File: src/rtl/conv_rdy_pkg.sv
package conv_rdy_pkg;
  localparam int unsigned BYTE_W = 8;
  typedef logic [BYTE_W-1:0] byte_t;
endpackage

File: src/rtl/conv_read_track.sv
// Tracks whether a host read sequence is under way and flags its completion.
module conv_read_track #(
  parameter int unsigned IDX_W   = 2,
  parameter int unsigned LOW_IDX = 2
) (
  input  logic             clk,
  input  logic             rst,
  input  logic             acc_i,
  input  logic             lsb_i,
  input  logic [IDX_W-1:0] idx_i,
  output logic             busy_o,
  output logic             done_o
);
  logic busy_q;

  assign done_o = lsb_i && (idx_i == IDX_W'(LOW_IDX));
  assign busy_o = busy_q || acc_i;

  always_ff @(posedge clk) begin
    if (rst) begin
      busy_q <= 1'b0;
    end else if (done_o) begin
      busy_q <= 1'b0;
    end else if (acc_i) begin
      busy_q <= 1'b1;
    end
  end

  // completion ends the read window
  a_r3_done_clears_busy: assert property (@(posedge clk) disable iff (rst)
    done_o |=> !busy_q);
  // an access opens the read window
  a_r8_acc_sets_busy: assert property (@(posedge clk) disable iff (rst)
    (acc_i && !done_o) |=> busy_q);
endmodule

File: src/rtl/conv_ready_flag.sv
// Active-low ready flag with a restartable fixed-width high pulse.
module conv_ready_flag #(
  parameter int unsigned PULSE_W = 4
) (
  input  logic clk,
  input  logic rst,
  input  logic res_valid_i,
  input  logic done_i,
  output logic rdy_n_o
);
  localparam int unsigned CNT_W = $clog2(PULSE_W + 1);

  logic             flag_q;
  logic [CNT_W-1:0] cnt_q;
  logic             pulsing;

  assign pulsing = (cnt_q != '0);
  assign rdy_n_o = flag_q;

  always_ff @(posedge clk) begin
    if (rst) begin
      flag_q <= 1'b1;
      cnt_q  <= '0;
    end else if (done_i) begin
      cnt_q  <= '0;
      flag_q <= !res_valid_i;
    end else if (res_valid_i) begin
      if (!flag_q || pulsing) begin
        cnt_q  <= CNT_W'(PULSE_W);
        flag_q <= 1'b1;
      end else begin
        flag_q <= 1'b0;
      end
    end else if (pulsing) begin
      cnt_q <= cnt_q - 1'b1;
      if (cnt_q == CNT_W'(1)) begin
        flag_q <= 1'b0;
      end
    end
  end

  a_r1_reset_state: assert property (@(posedge clk)
    rst |=> (flag_q && cnt_q == '0));
  a_r2_assert_when_idle: assert property (@(posedge clk) disable iff (rst)
    (res_valid_i && !done_i && flag_q && !pulsing) |=> !flag_q);
  a_r3_done_raises: assert property (@(posedge clk) disable iff (rst)
    (done_i && !res_valid_i) |=> (flag_q && cnt_q == '0));
  a_r5_pulse_start: assert property (@(posedge clk) disable iff (rst)
    (res_valid_i && !done_i && (!flag_q || pulsing)) |=> (flag_q && cnt_q == CNT_W'(PULSE_W)));
  a_r5_pulse_end: assert property (@(posedge clk) disable iff (rst)
    (cnt_q == CNT_W'(1) && !res_valid_i && !done_i) |=> !flag_q);
  a_r6_high_while_pulsing: assert property (@(posedge clk) disable iff (rst)
    pulsing |-> flag_q);
  a_r10_same_cycle: assert property (@(posedge clk) disable iff (rst)
    (done_i && res_valid_i) |=> !flag_q);
endmodule

File: src/rtl/conv_result_buf.sv
// Visible result register plus pending shadow, and registered byte selection.
module conv_result_buf
  import conv_rdy_pkg::*;
#(
  parameter int unsigned DATA_W = 24,
  parameter int unsigned IDX_W  = 2
) (
  input  logic              clk,
  input  logic              rst,
  input  logic              res_valid_i,
  input  logic [DATA_W-1:0] res_data_i,
  input  logic              busy_i,
  input  logic              done_i,
  input  logic              acc_i,
  input  logic [IDX_W-1:0]  idx_i,
  output byte_t             byte_o
);
  localparam int unsigned NBYTES = DATA_W / BYTE_W;

  logic [DATA_W-1:0] vis_q;
  logic [DATA_W-1:0] pend_q;
  logic              pend_v;
  byte_t             lane [NBYTES];
  byte_t             sel;
  byte_t             byte_q;

  always_ff @(posedge clk) begin
    if (rst) begin
      vis_q  <= '0;
      pend_q <= '0;
      pend_v <= 1'b0;
    end else if (done_i) begin
      pend_v <= 1'b0;
      if (res_valid_i) begin
        vis_q <= res_data_i;
      end else if (pend_v) begin
        vis_q <= pend_q;
      end
    end else if (res_valid_i) begin
      if (busy_i) begin
        pend_q <= res_data_i;
        pend_v <= 1'b1;
      end else begin
        vis_q <= res_data_i;
      end
    end
  end

  for (genvar g = 0; g < NBYTES; g++) begin : g_lane
    assign lane[g] = vis_q[DATA_W-1-g*BYTE_W -: BYTE_W];
  end

  always_comb begin
    sel = '0;
    for (int k = 0; k < NBYTES; k++) begin
      if (idx_i == IDX_W'(k)) sel = lane[k];
    end
  end

  always_ff @(posedge clk) begin
    if (rst) begin
      byte_q <= '0;
    end else if (acc_i) begin
      byte_q <= sel;
    end
  end

  assign byte_o = byte_q;

  // visible data frozen while a read is open
  a_r8_hold_mid_read: assert property (@(posedge clk) disable iff (rst)
    (busy_i && !done_i) |=> $stable(vis_q));
  a_r9_promote_pending: assert property (@(posedge clk) disable iff (rst)
    (done_i && !res_valid_i && pend_v) |=> (vis_q == $past(pend_q) && !pend_v));
  a_r10_new_wins: assert property (@(posedge clk) disable iff (rst)
    (done_i && res_valid_i) |=> (vis_q == $past(res_data_i) && !pend_v));
  a_r7_byte_hold: assert property (@(posedge clk) disable iff (rst)
    !acc_i |=> $stable(byte_q));
endmodule

File: src/rtl/conv_ready_ctrl.sv
module conv_ready_ctrl
  import conv_rdy_pkg::*;
#(
  parameter int unsigned DATA_W  = 24,
  parameter int unsigned PULSE_W = 4,
  localparam int unsigned NBYTES = DATA_W / BYTE_W,
  localparam int unsigned IDX_W  = (NBYTES > 1) ? $clog2(NBYTES) : 1
) (
  input  logic              clk,
  input  logic              rst,
  input  logic              res_valid_i,
  input  logic [DATA_W-1:0] res_data_i,
  input  logic              acc_i,
  input  logic              lsb_i,
  input  logic [IDX_W-1:0]  idx_i,
  output logic              rdy_n_o,
  output logic [BYTE_W-1:0] byte_o
);
  logic busy;
  logic done;

  conv_read_track #(.IDX_W(IDX_W), .LOW_IDX(NBYTES - 1)) u_track (
    .clk(clk), .rst(rst), .acc_i(acc_i), .lsb_i(lsb_i), .idx_i(idx_i),
    .busy_o(busy), .done_o(done)
  );

  conv_ready_flag #(.PULSE_W(PULSE_W)) u_flag (
    .clk(clk), .rst(rst), .res_valid_i(res_valid_i), .done_i(done),
    .rdy_n_o(rdy_n_o)
  );

  conv_result_buf #(.DATA_W(DATA_W), .IDX_W(IDX_W)) u_buf (
    .clk(clk), .rst(rst), .res_valid_i(res_valid_i), .res_data_i(res_data_i),
    .busy_i(busy), .done_i(done), .acc_i(acc_i), .idx_i(idx_i),
    .byte_o(byte_o)
  );

  // last bit of an upper byte leaves an asserted flag asserted
  a_r4_upper_lsb_keeps_low: assert property (@(posedge clk) disable iff (rst)
    (lsb_i && idx_i != IDX_W'(NBYTES - 1) && !res_valid_i && !rdy_n_o) |=> !rdy_n_o);
endmodule

File: config.mk
export PLATFORM = sky130hd
export DESIGN_NAME = conv_ready_ctrl
export DESIGN_NICKNAME = d
export VERILOG_FILES = /design/src/rtl/conv_rdy_pkg.sv /design/src/rtl/conv_read_track.sv /design/src/rtl/conv_ready_flag.sv /design/src/rtl/conv_result_buf.sv /design/src/rtl/conv_ready_ctrl.sv
export SDC_FILE = /design/constraint.sdc
export NUM_CORES = 1
export LEC_CHECK = 0
export ABC_CLOCK_PERIOD_IN_PS = 2600
export BUFFER_PORTS_ARGS = -buffer_cell sky130_fd_sc_hd__buf_4
export CELL_PAD_IN_SITES_DETAIL_PLACEMENT = 2
export CELL_PAD_IN_SITES_GLOBAL_PLACEMENT = 2
export CORE_MARGIN = 4
export CORE_UTILIZATION = 38
export DETAILED_ROUTE_END_ITERATION = 7
export GPL_TIMING_DRIVEN = 0
export PLACE_DENSITY = 0.84
export SLEW_MARGIN = 30
export SYNTH_ARGS = -nofsm -noshare
export SYNTH_HDL_FRONTEND = slang
export SYNTH_HIERARCHICAL = 1
export SYNTH_SLANG_ARGS = --single-unit
File: constraint.sdc
create_clock -name clk -period 2.6 [get_ports clk]
set_input_delay 0.13 -clock clk [delete_from_list [all_inputs] [get_ports clk]]
set_output_delay 0.13 -clock clk [all_outputs]
set_load 0.02 [all_outputs]
==> results of run 1 <==
[kinds of logic after synthesis]
logic type                 after synthesis  synth area share (%)
AOI/OAI and AO/OA                       90                 23.59
adders and majority gates                3                 1.315
buffers and inverters                   31                 6.006
DFF                                     62                 43.49
muxes                                   32                 11.22
and+or+nand+nor                         89                 14.38
[synth_stat cells (3+ instances only)]
cell type and n:
dfxtp_1 62, nand2_1 56, a21oi_1 49, mux2i_1 32, a211oi_2 20, clkbuf_1 10
a311oi_1 9, nor2_1 9, buf_2 8, a211oi_1 7, or2_1 6, buf_6 5
inv_1 5, nand2b_1 4, ha_1 3
[layout by cell type, fill, tap and decap left out, types with 2 or more instances in the layout]
| cell | Yosys | routed |
|---|---|---|
| dfxtp_1 | 62 | 62 |
| nand2_1 | 56 | 56 |
| a21oi_1 | 49 | 49 |
| buf_4 | 2 | 41 |
| mux2i_1 | 32 | 32 |
| a211oi_2 | 20 | 20 |
| clkbuf_1 | 10 | 11 |
| clkbuf_8 | 0 | 10 |
| nor2_1 | 9 | 9 |
| a311oi_1 | 9 | 9 |
| buf_2 | 8 | 8 |
| a211oi_1 | 7 | 7 |
| or2_1 | 6 | 6 |
| buf_6 | 5 | 5 |
| inv_1 | 5 | 5 |
| nand2b_1 | 4 | 4 |
| ha_1 | 3 | 3 |
| clkinv_2 | 0 | 2 |
| and3b_1 | 2 | 2 |
| or2_2 | 2 | 2 |
| nand3_1 | 2 | 2 |
| or3_1 | 2 | 2 |
[where the power goes]
part / internal (mW) / total [mW] / leakage (nW) / switching, mW
Clock: 0.461 / 0.834 / 0.0952 / 0.374
Sequential: 1.02 / 1.07 / 0.510 / 0.0466
Combinational: 0.175 / 0.405 / 0.848 / 0.230
[worst max-delay path by stage]
stage          cells past startpoint            from               end  slack [ps]
2_1_floorplan                      5        idx_i[0]    u_buf/lane[12]        1230
3_3_place_gp                       6        idx_i[0]     u_buf/lane[9]         700
3_5_place_dp                       6        idx_i[0]    u_buf/lane[15]         620
4_1_cts                            6        idx_i[0]    u_buf/lane[13]         910
5_1_grt                            6  u_track/busy_q  u_buf/pend_q[15]         700
6_report                           6        idx_i[0]    u_buf/lane[13]         930
[layout make-up]
class                      instances  area [um^2]  area share [%]
multi-input combinational        214         1441           41.66
sequential                        62         1241           35.88
timing repair buffer              39        292.8           8.463
buffer                            26        152.6           4.412
clock buffer                      11        141.4           4.087
tap                               99        123.9           3.580
clock inverter                     4        47.55           1.374
inverter                           5        18.77          0.5425
[metal layers]
metal  part of all wire, %  global-route usage, %  wire, um
met1                    42                  24.73      3572
met2                    53                  36.82      4481
met3                   3.6                  4.143       302
met4                   1.5                  7.332       124
met5                     0                      0         0
[registers in the layout, summed over array words and instances (netlist names)]
name            flops
u_flag/cnt_q        3
u_buf/byte_o        8
u_buf/pend_q       24
u_buf/pend_v        1
u_flag/rdy_n_o      1
u_buf/lane         24
u_track/busy_q      1
[stage by stage]
step                      hold slack, ps  worst slack (ps)
after floorplan                    199.7              1230
after global placement             373.7             703.0
after detailed placement           385.2             617.3
after CTS                          27.52             909.8
after global routing               19.89             701.7
final                              33.38             930.6
[critical path: stages]
cell,delay [ps]
buf_4,140
and3b_1,490
a21o_2,300
clkbuf_1,440
a21oi_1,170
a211oi_2,230
==> run_results.csv, run 1 <==
group,metric,value,unit
outcome,outcome,"complete, no violations",
clocking,cts.sinks,62,
sta,final_hold_viol_count,0,
worst_hold_path,min_to,"u_flag/cnt_q[1]",
routing,avgRoutedWirePerCell,18.44,um
floorplanning,start_util,39.14,%
yosys,synth_ff_type,"dfxtp_1",
place,place_congestion,0.7650,
yosys,ys_ff_latch,62,
final_layout,antenna_cells,0,
sta,fin_crit,1669,ps
worst_hold_path,hold_path_class,"primary input to register",
setup_path,reg2reg_from,"u_track/busy_q",
sta,worst_pin_slew,833.4,ps
clocking,numCtsBuffers,9,
worst_hold_path,whs_path_depth,2,
routing,wl,8481,um
yosys,ys_seq_area_share,43.49,%
global_route,grtUsageTotal,20.75,%
clocking,root_buffer,"clkbuf_8",
final_layout,final_util,47.44,%
global_route,grt_pass1_vias,2757,
routing,postRouteAntennaNets,0,
setup_path,crit_required,2850,ps
global_route,grt_pass1_wl,14170,um
place,portBuffers,39,
yosys,synth-async-reset-ratio,0,%
yosys,syn_area_per_cell,9.296,um^2
setup_path,critPathMaxFanout,12,
worst_hold_path,min_from,"rst",
sta,finalCritPeriodShare,64.21,%
yosys,synth_top_area_cell,"dfxtp_1",
yosys,synthTopCellsByArea,"dfxtp_1 (43%), mux2i_1 (11%), a211oi_2 (8.8%), a21oi_1 (8.6%), nand2_1 (7.4%)",
final_layout,drive_above_1_share,26.32,%
place,hpwl,6234,um
final_layout,fin_cells,460,
flow_run,maxCapViolations,0,
floorplanning,die_w,94.67,um
clocking,cts_post_setup_buffers_inserted,0,
sta,drv_slew,0,
final_layout,fillers,831,
setup_path,end_kind,"register",
clocking,holdBufCountCts,0,
setup_path,timing.rr.end,"u_buf/pend_q[3]",
final_layout,fin_nets,391,
routing,viasPerCell,5.304,
yosys,yosys_warnings,6,
floorplanning,die_h,94.67,um
routing,first_pass_iters,4,
pwr,p_total,2.307,mW
floorplanning,io_pins,40,
routing,route.detailed.drc,0,
sta,fin_setup_tns,0,ps
sta,finalSetupViolCount,0,
floorplanning,core,7292,um^2
sta,max_slew_margin,44.44,%
pwr,max-vdd-ir-drop,0.0002852,V
floorplanning,rows,31,
yosys,syn_inst,307,
place,placedCellCount,445,
final_layout,syn_to_final_growth,21.22,%
setup_path,startpoint_type,"primary input",
yosys,syn-cell-area,2854,um^2
clocking,clock_latency,330,ps
global_route,antenna_found_initial,0,
sta,rsz0062_at_grt,"no",
sta,skew,6.952,ps
setup_path,arrival,1920,ps
clocking,cts-htree-levels,3,
clocking,cts.path.max_buffers,2,
setup_path,worstSetupPathType,"primary input to register",
pwr,powerDensity,667.0,nW/um^2
yosys,yosysUniqueCellTypes,32,
floorplanning,die_area,8961,um^2
pwr,power.leakage,1.453,nW
routing,num_vias,2440,
global_route,grt_max_degree,13,
routing,drtIter0Drc,65,
yosys,synth_edf_count,0,
yosys,syn_nets,341,
setup_path,regToRegSetupSlack,950,ps
yosys,yosysTopAreaCellShare,43.49,%
clocking,ctsResizeCount,0,
global_route,grt_overflow,0,
final_layout,post-route-cell-area,3460,um^2
place,place_area,3271,um^2
clocking,cts_tree,"yes",
clocking,clk_pin_slew,70,ps
sta,fmax,599.0,MHz
setup_path,reg2reg_depth,6,
No activity file was read; power rests on OpenSTA's default activity.
==> run 2, diff against run 1 <==
ABC_CLOCK_PERIOD_IN_PS = 1400   (was 2600)
CORE_UTILIZATION = 32   (was 38)
PLACE_DENSITY = 0.76   (was 0.84)
clock period = 1.4 ns   (was 2.6 ns; I/O delays follow)
==> run_results.csv, run 2 (synthesis gave the netlist of run 1 again) <==
group,metric,value,unit
final_layout,antenna_cells,0,
place,place_area,3282,um^2
clocking,clk_pin_slew,70,ps
floorplanning,start_util,32.73,%
clocking,clock_latency,340,ps
place,hpwl,5799,um
sta,max_slew_margin,49.66,%
setup_path,startpoint_type,"register",
setup_path,path_delay_family,"compound AO/OA/AOI/OAI gates",
floorplanning,core,8721,um^2
setup_path,cp_slowest_cell,"dfxtp_2",
setup_path,timing.rr.end,"u_flag/rdy_n_o",
floorplanning,io_pins,40,
routing,route.detailed.drc,0,
sta,finalSetupViolCount,0,
floorplanning,rows,34,
clocking,cts-htree-levels,3,
place,pre_cts_ws,-458.9,ps
flow_run,maxCapViolations,0,
final_layout,drive_above_1_share,30.61,%
setup_path,worstSetupPathType,"register to register",
place,place_congestion,0.7081,
final_layout,syn_to_final_growth,36.65,%
pwr,power.leakage,1.627,nW
sta,final_hold_viol_count,0,
routing,postRouteAntennaNets,0,
sta,fin_setup_tns,0,ps
pwr,max-vdd-ir-drop,0.0004362,V
clocking,cts_tree,"yes",
global_route,grtUsageTotal,17.23,%
final_layout,fin_nets,421,
routing,viasPerCell,5.186,
final_layout,mostFrequentLayoutCells,"dfxtp_1 (59), nand2_1 (56), a21oi_1 (49)",
final_layout,post-route-cell-area,3900,um^2
sta,drv_slew,0,
outcome,outcome,"complete, no violations",
worst_hold_path,min_from,"res_data_i[23]",
final_layout,final_common_cell,"dfxtp_1",
sta,fin_crit,1383,ps
setup_path,critPathMaxFanout,3,
floorplanning,die_h,102.4,um
setup_path,arrival,1600,ps
pwr,powerDensity,1164,nW/um^2
sta,worst_pin_slew,755.1,ps
global_route,antenna_found_initial,0,
floorplanning,die_area,10490,um^2
sta,worst_slack,17.34,ps
global_route,grt_max_degree,13,
worst_hold_path,whs_path_depth,3,
routing,first_pass_iters,4,
routing,num_vias,2593,
setup_path,regToRegSetupSlack,20,ps
clocking,cts.path.max_buffers,2,
clocking,numCtsBuffers,9,
setup_path,crit_required,1620,ps
routing,avgRoutedWirePerCell,17.33,um
setup_path,end_kind,"register",
sta,fmax,723.2,MHz
routing,wl,8663,um
setup_path,path_buf_inv,2,
final_layout,final_util,44.72,%
global_route,grt_pass1_vias,2852,
final_layout,fillers,923,
global_route,grt_overflow,0,
setup_path,reg2reg_depth,5,
setup_path,reg2reg_from,"u_flag/cnt_q[0]",
clocking,cts.sinks,62,
setup_path,max_stage_delay,360,ps
sta,skew,8.573,ps
routing,drtIter0Drc,46,
sta,finalCritPeriodShare,98.76,%
worst_hold_path,hold_path_class,"primary input to register",
clocking,root_buffer,"clkbuf_8",
floorplanning,die_w,102.4,um
pwr,p_total,4.538,mW
worst_hold_path,min_to,"u_buf/pend_q[23]",
global_route,grt_pass1_wl,14060,um
setup_path,path_cells,"buf_6 > ha_4 > inv_1 > o311a_2 > a2111o_1",
place,portBuffers,39,
run 2: cell count changes in the layout (fill, tap and decap cells not counted), sizes merged:
cell / before / now
clkinv: 2 / 1
dlygate4sd3: 0 / 24
clkinvlp: 1 / 3
clkbuf: 21 / 23
buf: 55 / 59
run 2: repair_timing:
item,CTS,global route
hold buffers,24,0
pin swaps,2,2
endpoints found under the hold margin,25,0
resized for setup,20,12
setup endpoints to repair,43,23
gates cloned,0,2
buffers inserted,3,3
run 2: how the worst max path moves through the flow:
stage                                from               end  slack (ps)  depth (start not counted)
final                     u_flag/cnt_q[0]    u_flag/rdy_n_o          20                          5
after global routing      u_flag/cnt_q[1]   u_flag/cnt_q[1]         -50                          5
after CTS                    u_buf/pend_v    u_buf/lane[18]           8                          4
after detailed placement         idx_i[0]  u_buf/pend_q[22]        -460                          6
after global placement           idx_i[0]    u_buf/lane[11]        -410                          6
after floorplan           u_flag/cnt_q[0]    u_flag/rdy_n_o          30                          4
run 2: metal layers:
layer  up-vias  GRT usage (%)  wire, um
met5         -              0         0
met4         0          6.054       110
met3         8          3.754       222
met2        40          30.49      4317
met1      1299          20.44      4012
li1       1246              -         -
run 2: final cells by class:
class	count	area (um^2)	share of cell area [%]
multi-input combinational	214	1481	37.99
sequential	62	1245	31.92
timing repair buffer	71	631.9	16.20
buffer	24	178.9	4.588
clock buffer	11	151.4	3.882
tap	108	135.1	3.465
clock inverter	5	57.56	1.476
inverter	5	18.77	0.4812
run 2: metrics by stage:
stage,hold WS (ps),std cells
floorplan,139.7,307
global placement,315.9,454
detailed placement,319.4,454
CTS,2.676,496
global route,16.23,500
finish,17.44,500
run 2: power breakdown:
group          internal (mW)  total, mW  switching [mW]
registers               1.90       1.99          0.0892
logic                  0.436      0.893           0.457
clock network          0.916       1.66           0.742
total                   3.25       4.54            1.29
run 2: tightest hold or removal path, stage by stage:
cell and delay [ps]:
buf_4 110, nand2_1 50, a21oi_1 60
==> run 3, diff against run 2 <==
REMOVE_ABC_BUFFERS = 1   (was not set)
==> run_results.csv, run 3 (synthesis gave the netlist of run 1 again) <==
group,metric,value,unit
floorplanning,start_util,32.73,%
final_layout,antenna_cells,0,
setup_path,reg2reg_from,"u_flag/cnt_q[0]",
routing,route.detailed.drc,0,
global_route,grt_pass1_vias,2785,
sta,fmax,725.8,MHz
setup_path,crit_required,1620,ps
routing,viasPerCell,5.311,
place,hpwl,5109,um
final_layout,mostFrequentLayoutCells,"dfxtp_1 (60), nand2_1 (56), a21oi_1 (49)",
final_layout,fin_nets,400,
setup_path,cp-startpoint,"u_flag/cnt_q[0]",
pwr,powerDensity,1275,nW/um^2
clocking,root_buffer,"clkbuf_8",
final_layout,drive_above_1_share,29.38,%
floorplanning,die_w,102.4,um
sta,fin_crit,1378,ps
pwr,max-vdd-ir-drop,0.0005381,V
sta,drv_slew,0,
flow_run,maxCapViolations,0,
floorplanning,die_area,10490,um^2
floorplanning,rows,34,
setup_path,startpoint_type,"register",
sta,finalSetupViolCount,0,
sta,max_slew_margin,47.45,%
global_route,grt_overflow,0,
place,portBuffers,39,
clocking,cts_tree,"yes",
place,place_area,3176,um^2
routing,avgRoutedWirePerCell,19.92,um
final_layout,final_common_cell,"dfxtp_1",
place,placedCellCount,430,
clocking,cts.path.max_buffers,2,
clocking,cts.sinks,62,
routing,wl,9540,um
sta,skew,7.670,ps
worst_hold_path,hold_path_class,"primary input to register",
place,place_congestion,0.7136,
final_layout,multi_input_comb_area,1543,um^2
global_route,grt_max_degree,63,
sta,rsz0062_at_grt,"yes",
sta,worst_pin_slew,788.2,ps
final_layout,syn_to_final_growth,32.97,%
global_route,grtUsageTotal,18.62,%
final_layout,fillers,907,
clocking,clock_latency,340,ps
clocking,numCtsBuffers,9,
sta,holdWs,-0.8309,ps
floorplanning,io_pins,40,
setup_path,arrival,1600,ps
setup_path,worstSetupPathType,"register to register",
setup_path,critPathMaxFanout,4,
clocking,cts-htree-levels,3,
sta,finalCritPeriodShare,98.41,%
final_layout,fin_cells,479,
outcome,violations,"negative hold slack",
global_route,antenna_found_initial,0,
setup_path,end_kind,"register",
outcome,outcome,"finished, violations left",
floorplanning,die_h,102.4,um
routing,postRouteAntennaNets,0,
clocking,clk_pin_slew,70,ps
floorplanning,core,8721,um^2
pwr,power.leakage,1.579,nW
final_layout,post-route-cell-area,3795,um^2
routing,num_vias,2544,
sta,final_hold_viol_count,1,
routing,first_pass_iters,4,
final_layout,register_area,1244,um^2
global_route,grt_pass1_wl,14840,um
worst_hold_path,min_from,"res_data_i[13]",
routing,drtIter0Drc,115,
## run 3: changes by cell type in the layout (fill, tap and decap cells not counted), sizes merged
cell	change
buf	-10
clkbuf	-9
dlygate4sd3	-4
and2	+3
clkinvlp	-3
and3b	+1
bufinv	+1
clkinv	-1
nand2b	+1
## run 3: cell type report
| type | instances | area share [%] |
|---|---|---|
| clock buffers | 14 | 5.077 |
| clock inverters | 2 | 1.583 |
| inverters | 5 | 0.5605 |
| multi-input cells | 219 | 40.65 |
| flip-flops and latches | 62 | 32.77 |
| well taps | 108 | 3.561 |
| repair buffers | 69 | 15.79 |
## run 3: per-stage QoR
step	hold slack (ps)	setup TNS [ps]	worst slack [ps]	utilization [%]	power (mW)
finish	-0.8309	0	22.29	43.52	4.838
global route	9.716	-37.11	-23.89	43.52	5.025
CTS	1.783	0	15.89	42.94	4.833
detailed placement	337.4	-34130	-1102	36.41	2.730
global placement	328.4	-40110	-1127	35.88	2.674
floorplan	134.6	-7300	-305.9	-	2.417
## run 3: metal layers
metal	vias up	global-route usage, %	part of all wire, %
li1	1210	-	-
met1	1275	22.32	44
met2	44	33.57	51
met3	15	2.867	2.9
met4	0	6.458	1.7
met5	-	0	0
## run 3: final timing paths
check | slack [ps] | depth (start not counted) | endpoint
max | 20 | 4 | u_flag/rdy_n_o
min | -0.8 | 3 | u_buf/pend_q[13]
max reg2reg | 20 | 4 | u_flag/rdy_n_o
min reg2reg | 460 | 2 | u_buf/pend_q[22]
## run 3: report_power, final
group / internal, mW / total [mW] / switching [mW]
registers: 1.90 / 1.99 / 0.0907
clock network: 1.25 / 1.98 / 0.731
logic: 0.396 / 0.870 / 0.473
total: 3.54 / 4.84 / 1.30
## run 3: what timing repair did
| action | CTS | global route |
|---|---|---|
| pin swaps | 3 | 1 |
| gates resized for setup | 18 | 6 |
| setup buffers | 4 | 4 |
| gates cloned | 5 | 0 |
| hold buffers | 20 | 0 |
| endpoints found under the hold margin | 20 | 0 |
| setup endpoints to repair | 51 | 31 |
## run 3: worst max-delay path: stages, from the launching register on
cell and delay [ps]:
dfxtp_2 360, inv_2 60, ha_4 170, o311a_2 370, a2111o_1 300
